File: config.mk
export PLATFORM = sky130hd
export DESIGN_NAME = tw_eeprom_target
export DESIGN_NICKNAME = d
export VERILOG_FILES = /design/src/rtl/tw_eeprom_pkg.sv /design/src/rtl/tw_line_sampler.sv /design/src/rtl/tw_cell_store.sv /design/src/rtl/tw_target_fsm.sv /design/src/rtl/tw_eeprom_target.sv
export SDC_FILE = /design/constraint.sdc
export NUM_CORES = 2
export LEC_CHECK = 0
export ABC_AREA = 1
export BUFFER_PORTS_ARGS = -buffer_cell sky130_fd_sc_hd__buf_4
export CORE_ASPECT_RATIO = 0.8
export CORE_MARGIN = 1
export CORE_UTILIZATION = 60
export CTS_CLUSTER_DIAMETER = 150
export DETAILED_ROUTE_END_ITERATION = 7
export PLACE_DENSITY = 0.8
export RECOVER_POWER = 25
export SYNTH_ARGS = -nofsm -noshare
export SYNTH_HDL_FRONTEND = slang
export SYNTH_HIERARCHICAL = 1
export SYNTH_SLANG_ARGS = --single-unit
File: constraint.sdc
create_clock -name clk -period 3.7 [get_ports clk]
set_clock_uncertainty 0.2 [all_clocks]
set_input_delay 0.185 -clock clk [delete_from_list [all_inputs] [get_ports clk]]
set_output_delay 0.185 -clock clk [all_outputs]
set_load 0.01 [all_outputs]
File: src/rtl/tw_eeprom_pkg.sv
// Package: shared constants and state encoding for the two-wire EEPROM target.
// Assumes an 8-bit data path on the bus; address widths come from the modules.
package tw_eeprom_pkg;
    localparam logic [3:0] DEV_CODE = 4'b1010;

    typedef enum logic [2:0] {
        ST_IDLE,
        ST_DEV,
        ST_WADDR,
        ST_WDATA,
        ST_RDATA
    } tw_state_e;
endpackage

File: src/rtl/tw_line_sampler.sv
// Line sampler: synchronises the bus clock and data lines to clk and flags
// clock edges and start/stop conditions. Assumes the bus is several times
// slower than clk so that every level lasts at least a few samples.
module tw_line_sampler #(
    parameter int SYNC_STAGES = 2
) (
    input  logic clk,
    input  logic rst_n,
    input  logic scl_i,
    input  logic sda_i,
    output logic scl_s,
    output logic sda_s,
    output logic scl_rise,
    output logic scl_fall,
    output logic start_det,
    output logic stop_det
);
    logic [SYNC_STAGES-1:0] scl_sync;
    logic [SYNC_STAGES-1:0] sda_sync;
    logic                   scl_d;
    logic                   sda_d;

    // Synchroniser chains and one-sample history; idle bus level is high.
    always_ff @(posedge clk) begin
        if (!rst_n) begin
            scl_sync <= '1;
            sda_sync <= '1;
            scl_d    <= 1'b1;
            sda_d    <= 1'b1;
        end else begin
            scl_sync <= {scl_sync[SYNC_STAGES-2:0], scl_i};
            sda_sync <= {sda_sync[SYNC_STAGES-2:0], sda_i};
            scl_d    <= scl_sync[SYNC_STAGES-1];
            sda_d    <= sda_sync[SYNC_STAGES-1];
        end
    end

    // Edge and condition decode from current and previous samples.
    always_comb begin
        scl_s     = scl_sync[SYNC_STAGES-1];
        sda_s     = sda_sync[SYNC_STAGES-1];
        scl_rise  = scl_s && !scl_d;
        scl_fall  = !scl_s && scl_d;
        start_det = scl_s && scl_d && sda_d && !sda_s;
        stop_det  = scl_s && scl_d && !sda_d && sda_s;
    end
endmodule

File: src/rtl/tw_cell_store.sv
// Cell store: the byte array, a one-page write buffer and the timed
// internal write cycle. Buffered bytes reach the array only on the last
// clock of the cycle. Assumes the controller never requests a cycle while
// one is running.
module tw_cell_store #(
    parameter int ADDR_W    = 8,
    parameter int PAGE_W    = 3,
    parameter int WR_CYCLES = 5000
) (
    input  logic              clk,
    input  logic              rst_n,
    input  logic [ADDR_W-1:0] rd_addr,
    output logic [7:0]        rd_data,
    input  logic              buf_clear,
    input  logic              buf_we,
    input  logic [ADDR_W-1:0] buf_addr,
    input  logic [7:0]        buf_data,
    input  logic              cycle_go,
    output logic              busy_o
);
    localparam int DEPTH      = 1 << ADDR_W;
    localparam int PAGE_BYTES = 1 << PAGE_W;
    localparam int ROW_W      = ADDR_W - PAGE_W;
    localparam int CNT_W      = $clog2(WR_CYCLES + 1);
    localparam logic [CNT_W-1:0] CNT_LAST = CNT_W'(WR_CYCLES - 1);

    logic [7:0]            mem  [DEPTH];
    logic [7:0]            pbuf [PAGE_BYTES];
    logic [PAGE_BYTES-1:0] pmask;
    logic [ROW_W-1:0]      prow;
    logic [CNT_W-1:0]      cnt;
    logic                  busy;
    logic                  commit;

    assign commit  = busy && (cnt == CNT_LAST);
    assign busy_o  = busy;
    assign rd_data = mem[rd_addr];

    // Write-cycle timer: runs WR_CYCLES clocks from a request.
    always_ff @(posedge clk) begin
        if (!rst_n) begin
            busy <= 1'b0;
            cnt  <= '0;
        end else if (cycle_go && !busy) begin
            busy <= 1'b1;
            cnt  <= '0;
        end else if (busy) begin
            if (commit) busy <= 1'b0;
            else        cnt  <= cnt + 1'b1;
        end
    end

    // Page buffer valid mask and row: cleared per transaction and on commit.
    always_ff @(posedge clk) begin
        if (!rst_n) begin
            pmask <= '0;
            prow  <= '0;
        end else if (buf_clear || commit) begin
            pmask <= '0;
        end else if (buf_we) begin
            pmask[buf_addr[PAGE_W-1:0]] <= 1'b1;
            prow                        <= buf_addr[ADDR_W-1:PAGE_W];
        end
    end

    // Page buffer data bytes.
    always_ff @(posedge clk) begin
        if (buf_we) pbuf[buf_addr[PAGE_W-1:0]] <= buf_data;
    end

    // Array: cleared by reset, written from the buffer at commit.
    always_ff @(posedge clk) begin
        if (!rst_n) begin
            for (int i = 0; i < DEPTH; i++) mem[i] <= 8'h00;
        end else if (commit) begin
            for (int j = 0; j < PAGE_BYTES; j++) begin
                if (pmask[j]) mem[{prow, PAGE_W'(j)}] <= pbuf[j];
            end
        end
    end


    go_idle_chk: assert property (@(posedge clk) disable iff (!rst_n)
        cycle_go |-> !busy);
endmodule

File: src/rtl/tw_target_fsm.sv
// Target protocol engine: receives and sends bytes on sampled clock edges,
// matches the device address, keeps the address counter, drives the
// acknowledge and read data through a pull-low output. Assumes ADDR_W <= 8.
module tw_target_fsm
    import tw_eeprom_pkg::*;
#(
    parameter int ADDR_W = 8,
    parameter int PAGE_W = 3
) (
    input  logic              clk,
    input  logic              rst_n,
    input  logic [2:0]        strap_i,
    input  logic              wp_i,
    input  logic              busy_i,
    input  logic              scl_s,
    input  logic              sda_s,
    input  logic              scl_rise,
    input  logic              scl_fall,
    input  logic              start_det,
    input  logic              stop_det,
    input  logic [7:0]        rd_data_i,
    output logic [ADDR_W-1:0] ptr_o,
    output logic              buf_clear_o,
    output logic              buf_we_o,
    output logic [ADDR_W-1:0] buf_addr_o,
    output logic [7:0]        buf_data_o,
    output logic              cycle_go_o,
    output logic              sda_pull_o
);
    tw_state_e         st;
    logic [3:0]        bit_cnt;
    logic              ack_ph;
    logic [7:0]        shreg;
    logic [7:0]        txreg;
    logic [ADDR_W-1:0] ptr;
    logic              pull;
    logic              pend;
    logic              host_ack;
    logic              dev_hit;

    assign ptr_o      = ptr;
    assign sda_pull_o = pull;

    // Address byte comparison against the fixed code and the straps.
    always_comb begin
        dev_hit = (shreg[7:4] == DEV_CODE) && (shreg[3:1] == strap_i);
    end

    // Main protocol sequencer.
    always_ff @(posedge clk) begin
        if (!rst_n) begin
            st          <= ST_IDLE;
            bit_cnt     <= '0;
            ack_ph      <= 1'b0;
            shreg       <= '0;
            txreg       <= '0;
            ptr         <= '0;
            pull        <= 1'b0;
            pend        <= 1'b0;
            host_ack    <= 1'b0;
            buf_clear_o <= 1'b0;
            buf_we_o    <= 1'b0;
            buf_addr_o  <= '0;
            buf_data_o  <= '0;
            cycle_go_o  <= 1'b0;
        end else begin
            buf_clear_o <= 1'b0;
            buf_we_o    <= 1'b0;
            cycle_go_o  <= 1'b0;
            if (busy_i) begin
                st     <= ST_IDLE;
                pull   <= 1'b0;
                ack_ph <= 1'b0;
            end else if (start_det) begin
                st      <= ST_DEV;
                bit_cnt <= '0;
                ack_ph  <= 1'b0;
                pull    <= 1'b0;
                pend    <= 1'b0;
            end else if (stop_det) begin
                cycle_go_o <= pend;
                st         <= ST_IDLE;
                ack_ph     <= 1'b0;
                pull       <= 1'b0;
                pend       <= 1'b0;
            end else if (st != ST_IDLE) begin
                if (scl_rise) begin
                    if (!ack_ph) begin
                        shreg   <= {shreg[6:0], sda_s};
                        bit_cnt <= bit_cnt + 1'b1;
                    end else begin
                        host_ack <= !sda_s;
                    end
                end else if (scl_fall) begin
                    if (!ack_ph && bit_cnt == 4'd8) begin
                        bit_cnt <= '0;
                        ack_ph  <= 1'b1;
                        case (st)
                            ST_DEV: begin
                                if (dev_hit) pull <= 1'b1;
                                else         st   <= ST_IDLE;
                            end
                            ST_WADDR: begin
                                pull        <= 1'b1;
                                ptr         <= shreg[ADDR_W-1:0];
                                buf_clear_o <= 1'b1;
                            end
                            ST_WDATA: begin
                                pull       <= 1'b1;
                                buf_we_o   <= !wp_i;
                                buf_addr_o <= ptr;
                                buf_data_o <= shreg;
                                pend       <= pend || !wp_i;
                                ptr        <= {ptr[ADDR_W-1:PAGE_W], ptr[PAGE_W-1:0] + 1'b1};
                            end
                            ST_RDATA: begin
                                pull <= 1'b0;
                                ptr  <= ptr + 1'b1;
                            end
                            default: ;
                        endcase
                    end else if (ack_ph) begin
                        ack_ph <= 1'b0;
                        case (st)
                            ST_DEV: begin
                                if (shreg[0]) begin
                                    st    <= ST_RDATA;
                                    txreg <= rd_data_i;
                                    pull  <= !rd_data_i[7];
                                end else begin
                                    st   <= ST_WADDR;
                                    pull <= 1'b0;
                                end
                            end
                            ST_WADDR: begin
                                st   <= ST_WDATA;
                                pull <= 1'b0;
                            end
                            ST_WDATA: pull <= 1'b0;
                            ST_RDATA: begin
                                if (host_ack) begin
                                    txreg <= rd_data_i;
                                    pull  <= !rd_data_i[7];
                                end else begin
                                    st   <= ST_IDLE;
                                    pull <= 1'b0;
                                end
                            end
                            default: pull <= 1'b0;
                        endcase
                    end else if (st == ST_RDATA) begin
                        pull  <= !txreg[6];
                        txreg <= {txreg[6:0], 1'b0};
                    end
                end
            end
        end
    end


    pull_edge_chk: assert property (@(posedge clk) disable iff (!rst_n)
        (pull != $past(pull)) |-> !scl_s);


    page_row_chk: assert property (@(posedge clk) disable iff (!rst_n)
        (st == ST_WDATA) |=> (st != ST_WDATA) ||
                              (ptr[ADDR_W-1:PAGE_W] == $past(ptr[ADDR_W-1:PAGE_W])));


    idle_quiet_chk: assert property (@(posedge clk) disable iff (!rst_n)
        (st == ST_IDLE) |-> !pull);
endmodule

File: src/rtl/tw_eeprom_target.sv
// Top: two-wire serial EEPROM target. Joins the line sampler, the protocol
// engine and the cell store. Assumes an external pull-up on the data line;
// sda_pull_o high means the pad pulls the line low.
module tw_eeprom_target #(
    parameter int ADDR_W      = 8,
    parameter int PAGE_W      = 3,
    parameter int WR_CYCLES   = 5000,
    parameter int SYNC_STAGES = 2
) (
    input  logic       clk,
    input  logic       rst_n,
    input  logic       scl_i,
    input  logic       sda_i,
    input  logic [2:0] strap_i,
    input  logic       wp_i,
    output logic       sda_pull_o
);
    logic              scl_s, sda_s, scl_rise, scl_fall, start_det, stop_det;
    logic [ADDR_W-1:0] ptr;
    logic [7:0]        rd_data;
    logic              buf_clear, buf_we, cycle_go, busy;
    logic [ADDR_W-1:0] buf_addr;
    logic [7:0]        buf_data;

    tw_line_sampler #(.SYNC_STAGES(SYNC_STAGES)) u_sampler (
        .clk       (clk),
        .rst_n     (rst_n),
        .scl_i     (scl_i),
        .sda_i     (sda_i),
        .scl_s     (scl_s),
        .sda_s     (sda_s),
        .scl_rise  (scl_rise),
        .scl_fall  (scl_fall),
        .start_det (start_det),
        .stop_det  (stop_det)
    );

    tw_target_fsm #(.ADDR_W(ADDR_W), .PAGE_W(PAGE_W)) u_fsm (
        .clk         (clk),
        .rst_n       (rst_n),
        .strap_i     (strap_i),
        .wp_i        (wp_i),
        .busy_i      (busy),
        .scl_s       (scl_s),
        .sda_s       (sda_s),
        .scl_rise    (scl_rise),
        .scl_fall    (scl_fall),
        .start_det   (start_det),
        .stop_det    (stop_det),
        .rd_data_i   (rd_data),
        .ptr_o       (ptr),
        .buf_clear_o (buf_clear),
        .buf_we_o    (buf_we),
        .buf_addr_o  (buf_addr),
        .buf_data_o  (buf_data),
        .cycle_go_o  (cycle_go),
        .sda_pull_o  (sda_pull_o)
    );

    tw_cell_store #(.ADDR_W(ADDR_W), .PAGE_W(PAGE_W), .WR_CYCLES(WR_CYCLES)) u_store (
        .clk       (clk),
        .rst_n     (rst_n),
        .rd_addr   (ptr),
        .rd_data   (rd_data),
        .buf_clear (buf_clear),
        .buf_we    (buf_we),
        .buf_addr  (buf_addr),
        .buf_data  (buf_data),
        .cycle_go  (cycle_go),
        .busy_o    (busy)
    );


    busy_quiet_chk: assert property (@(posedge clk) disable iff (!rst_n)
        busy |-> !sda_pull_o);
endmodule

==> out/results.md <==
| Step | Result | This run |
| --- | --- | --- |
| synthesis | Synthesis Warnings | 6 |
| worst setup path | Required @ worst endpoint | 4170 ps |
| status | Violated checks | DRC |
| route | Remaining DRCs | 4 |
| synthesis | Instance count of the mapped netlist | 10,200 |
| global routing | Met3 track demand over resource | 14.9% |
| finish | Finished Layout Cells | 12,400 |
| synthesis | Synthesis-stage register bit count | 2,198 |
| global routing | Via count of the first global-routing pass | 73,700 |
| finish | Proportion of layout cells with a drive suffix above 1 | 7.77% |
| cts | Clock sinks | 2,198 |
| global routing | Pin count of the biggest net entering global routing | 109 |
| cts | TritonCTS clock tree | done |
| hold path | Hold crit path type | input pin to flip-flop |
| sta | Unrepaired setup endpoints after global routing | false |
| synthesis | Part of the Yosys area used for sequential elements | 65.8% |
| synthesis | Post-Syn Area per Cell | 9.70 sq um |
| sta | Final worst path period need | 3690 ps |
| worst setup path | Maximum net fanout on the critical path | 17 |
| synthesis | Number of enable flip-flop cells after synthesis | 2,112 |
| floorplan | Die area | 167,000 sq um |
| synthesis | Cell types with the largest area share after synthesis | sky130_fd_sc_hd__edfxtp_1 64%, sky130_fd_sc_hd__nand3_1 10%, sky130_fd_sc_hd__nand2_1 9.6% |
| global routing | Aggregate global-route resource usage | 41.7% |
| sta | Final Max Slew Viols | 0 |
| cts | Cell at the root of the clock tree | sky130_fd_sc_hd__clkbuf_16 |
| finish | Highest-count cells in the layout ignoring fill and taps | 2,675 x sky130_fd_sc_hd__nand2_1, 2,170 x sky130_fd_sc_hd__nor2_1, 2,112 x sky130_fd_sc_hd__edfxtp_1 |
| finish | Commonest non-fill, non-tap cell in the layout | sky130_fd_sc_hd__nand2_1 |
| hold path | Hold path startpoint | wp_i |
| sta | Post-route setup TNS | 0 ps |
| sta | Peak Freq | 0.271 GHz |
| floorplan | Chip height | 365 microns |
| floorplan | Initial standard-cell utilization of the core | 60.8% |
| worst setup path | Crit path capture type | flip-flop |
| route | Vias/cell | 6.51 |
| route | Total iterations of the first detailed-routing run | 8 |
| placed design | Number of buffers added on ports | 8 |
| job | Max-capacitance violation count | 0 |
| sta | Worst slew margin relative to its limit | 18.6% |
| cts | Total clock buffers created by CTS | 205 |
| finish | Synthesis-to-layout area growth | 9.62% |
| placed design | Gpl congestion | 1.01 |
| sta | Final hold viol count | 0 |
| placed design | HPWL after detailed placement | 218,000 microns |
| route | Number of violations reported at the end of detailed-routing iteration 0 | 15,400 |
| global routing | Global-route wire length before repair | 497,000 microns |
| worst setup path | Kind of start point of the critical path | flip-flop |
| floorplan | Core outline area | 163,000 sq um |
| synthesis | Distinct cell type count of the synthesized netlist | 34 |
| finish | Final Core Density | 66.6% |
| cts | Clock input transition at the sequential cells of the worst setup and hold paths | 70 ps |
| cts | Max Buffers Root-to-Sink | 3 |
| synthesis | Synth Cell Area | 99,000 sq um |
| sta | Tcrit/Tclk final | 99.8% |
| global routing | Highest-utilization routing layer at the global route stage | met2 |
| global routing | Met2 global-route usage | 57.7% |
| worst setup path | CP Data Arrival Time | 4170 ps |
| placed design | Post-place instance area | 102,000 sq um |
| finish | Layout Nets | 10,000 |
| sta | Slew at the pin closest to its max-slew limit | 1220 ps |
| status | Result of the run | finished, violations left |
| sta | Total setup violations reported at the end of the flow | 0 |
| finish | Final non-filler cell area | 109,000 sq um |
| synthesis | Net count of the mapped netlist | 10,200 |
| synthesis | Leading register cell type out of synthesis | sky130_fd_sc_hd__edfxtp_1 |
| cts | H-tree level count | 4 |
| synthesis | Cell type with the highest aggregate area in the netlist | sky130_fd_sc_hd__edfxtp_1 |
| pwr | Cell leakage power | 41.3 nW |
| pwr | P per Cell Area | 475 nW/um^2 |
| floorplan | I/O pin cnt | 9 |
| cts | Clk_lat worst skew | 870 ps |
| synthesis | Fraction of registers with async set or reset after synthesis | 0% |
| route | Routed via count | 80,400 |
| worst setup path | Worst setup path category | flip-flop to flip-flop |
| route | Detail-routed net length per standard cell | 28.5 microns |
| worst setup path | R2r startpoint | u_fsm/ack_ph$_SDFFE_PP0P_ |
| global routing | Initial antenna violation count | 10 |
| floorplan | Die span in x | 456 microns |
| placed design | Placed cell count | 11,900 |
| route | Post-route ant nets | 0 |
| global routing | Total congestion overflow | 0 |
| worst setup path | Crit path launch | u_fsm/ack_ph$_SDFFE_PP0P_ |
| floorplan | Row count | 132 |
| synthesis | Area fraction of the dominant cell type after synthesis | 64.1% |
| route | Routed Wire Length | 352,000 microns |
| pwr | IR Drop Worst-Case VDD | 0.546 mV |
| global routing | Global routing met1 resource utilization | 57.4% |
synthesized netlist by cell type, drive strengths merged (5+ instances only):
master,number
nand3,2047
nand4,8
nor3,14
a21oi,55
nor2,2173
edfxtp,2112
xor2,6
buf,237
nand2,2768
inv,153
clkbuf,472
dfxtp,86
nor4,5
o21ai,45
where the power goes:
part           leakage [nW]  internal (mW)  switching (mW)  total, mW
combinational          17.3          0.346            1.01       1.36
sequential             20.7           28.3           0.394       28.7
clock                  3.28           11.9            9.56       21.5
total                  41.3           40.6            11.0       51.6
path summary, 6_finish.rpt:
path | endpoint | slack (ps) | cells past startpoint
worst max register to register | u_fsm/buf_data_o[6]$_SDFFE_PN0P_ | 8 | 8
worst max-delay path | u_fsm/buf_data_o[6]$_SDFFE_PN0P_ | 8 | 8
worst min register to register | u_sampler/sda_sync[1]$_SDFF_PN1_ | 220 | 2
worst min-delay path | u_fsm/buf_we_o$_SDFF_PP0_ | 40 | 5
registers in the layout, indices dropped and copies added, names as in the netlist, 7 cells and up:
signal	cells
u_store/mem	2048
u_store/pbuf	64
u_store/cnt	13
u_fsm/buf_addr_o	8
u_fsm/buf_data_o	8
u_fsm/ptr_o	8
u_fsm/shreg	8
u_store/pmask	8
u_fsm/txreg	7
cells by family (layout without fill, tap and decap cells):
| group | count (synthesis) | in the layout | share of synthesized area (%) |
|---|---|---|---|
| fa+ha+maj | 4 | 4 | 0.0506 |
| compound gates | 112 | 112 | 0.590 |
| simple gates | 7019 | 7019 | 29.9 |
| buf+inv | 864 | 849 | 3.58 |
| flops | 2198 | 2198 | 65.8 |
| xor+xnor | 6 | 6 | 0.0531 |
| other cells | 0 | 19 | 0 |
critical path, cell delays in order, from the launching register on:
cell and delay [ps]:
sky130_fd_sc_hd__dfxtp_1 540, sky130_fd_sc_hd__clkinvlp_2 680, sky130_fd_sc_hd__nand4_4 220, sky130_fd_sc_hd__nor2_1 240, sky130_fd_sc_hd__inv_1 140, sky130_fd_sc_hd__nor3_4 740
sky130_fd_sc_hd__inv_2 420, sky130_fd_sc_hd__nand2_1 210, sky130_fd_sc_hd__a21oi_1 110
metal layers:
metal,share of wire [%],vias to the layer above
li1,-,34200
met3,19,1204
met1,35,37900
met5,0.019,-
met4,6.3,12
met2,41,7086
repair_timing:
action | in CTS | in global routing
endpoints found under the hold margin | 239 | 0
buffers inserted | 0 | 2
gates resized for setup | 0 | 6
endpoints found under the setup margin | 0 | 1
hold buffers | 10 | 0
metrics by stage:
step | worst slack (ps) | total power [mW] | hold slack (ps)
5_1_grt | 25.7 | 52.7 | 73.4
2_1_floorplan | 1130 | 30.0 | 53.7
6_report | 8.25 | 51.6 | 43.0
3_3_place_gp | 157 | 30.5 | 154
4_1_cts | 160 | 51.5 | 25.5
3_5_place_dp | 179 | 30.5 | 160
area by class of cell:
class | instances | area [sq um]
diodes | 19 | 47.5
clock buffers | 254 | 5450
clock inverters | 128 | 1290
fillers | 12400 | 54300
inverters | 155 | 617
multi-input cells | 7141 | 29900
flip-flops and latches | 2198 | 65200
well taps | 2144 | 2680
repair buffers | 312 | 3340
No activity file was read; power rests on OpenSTA's default activity.
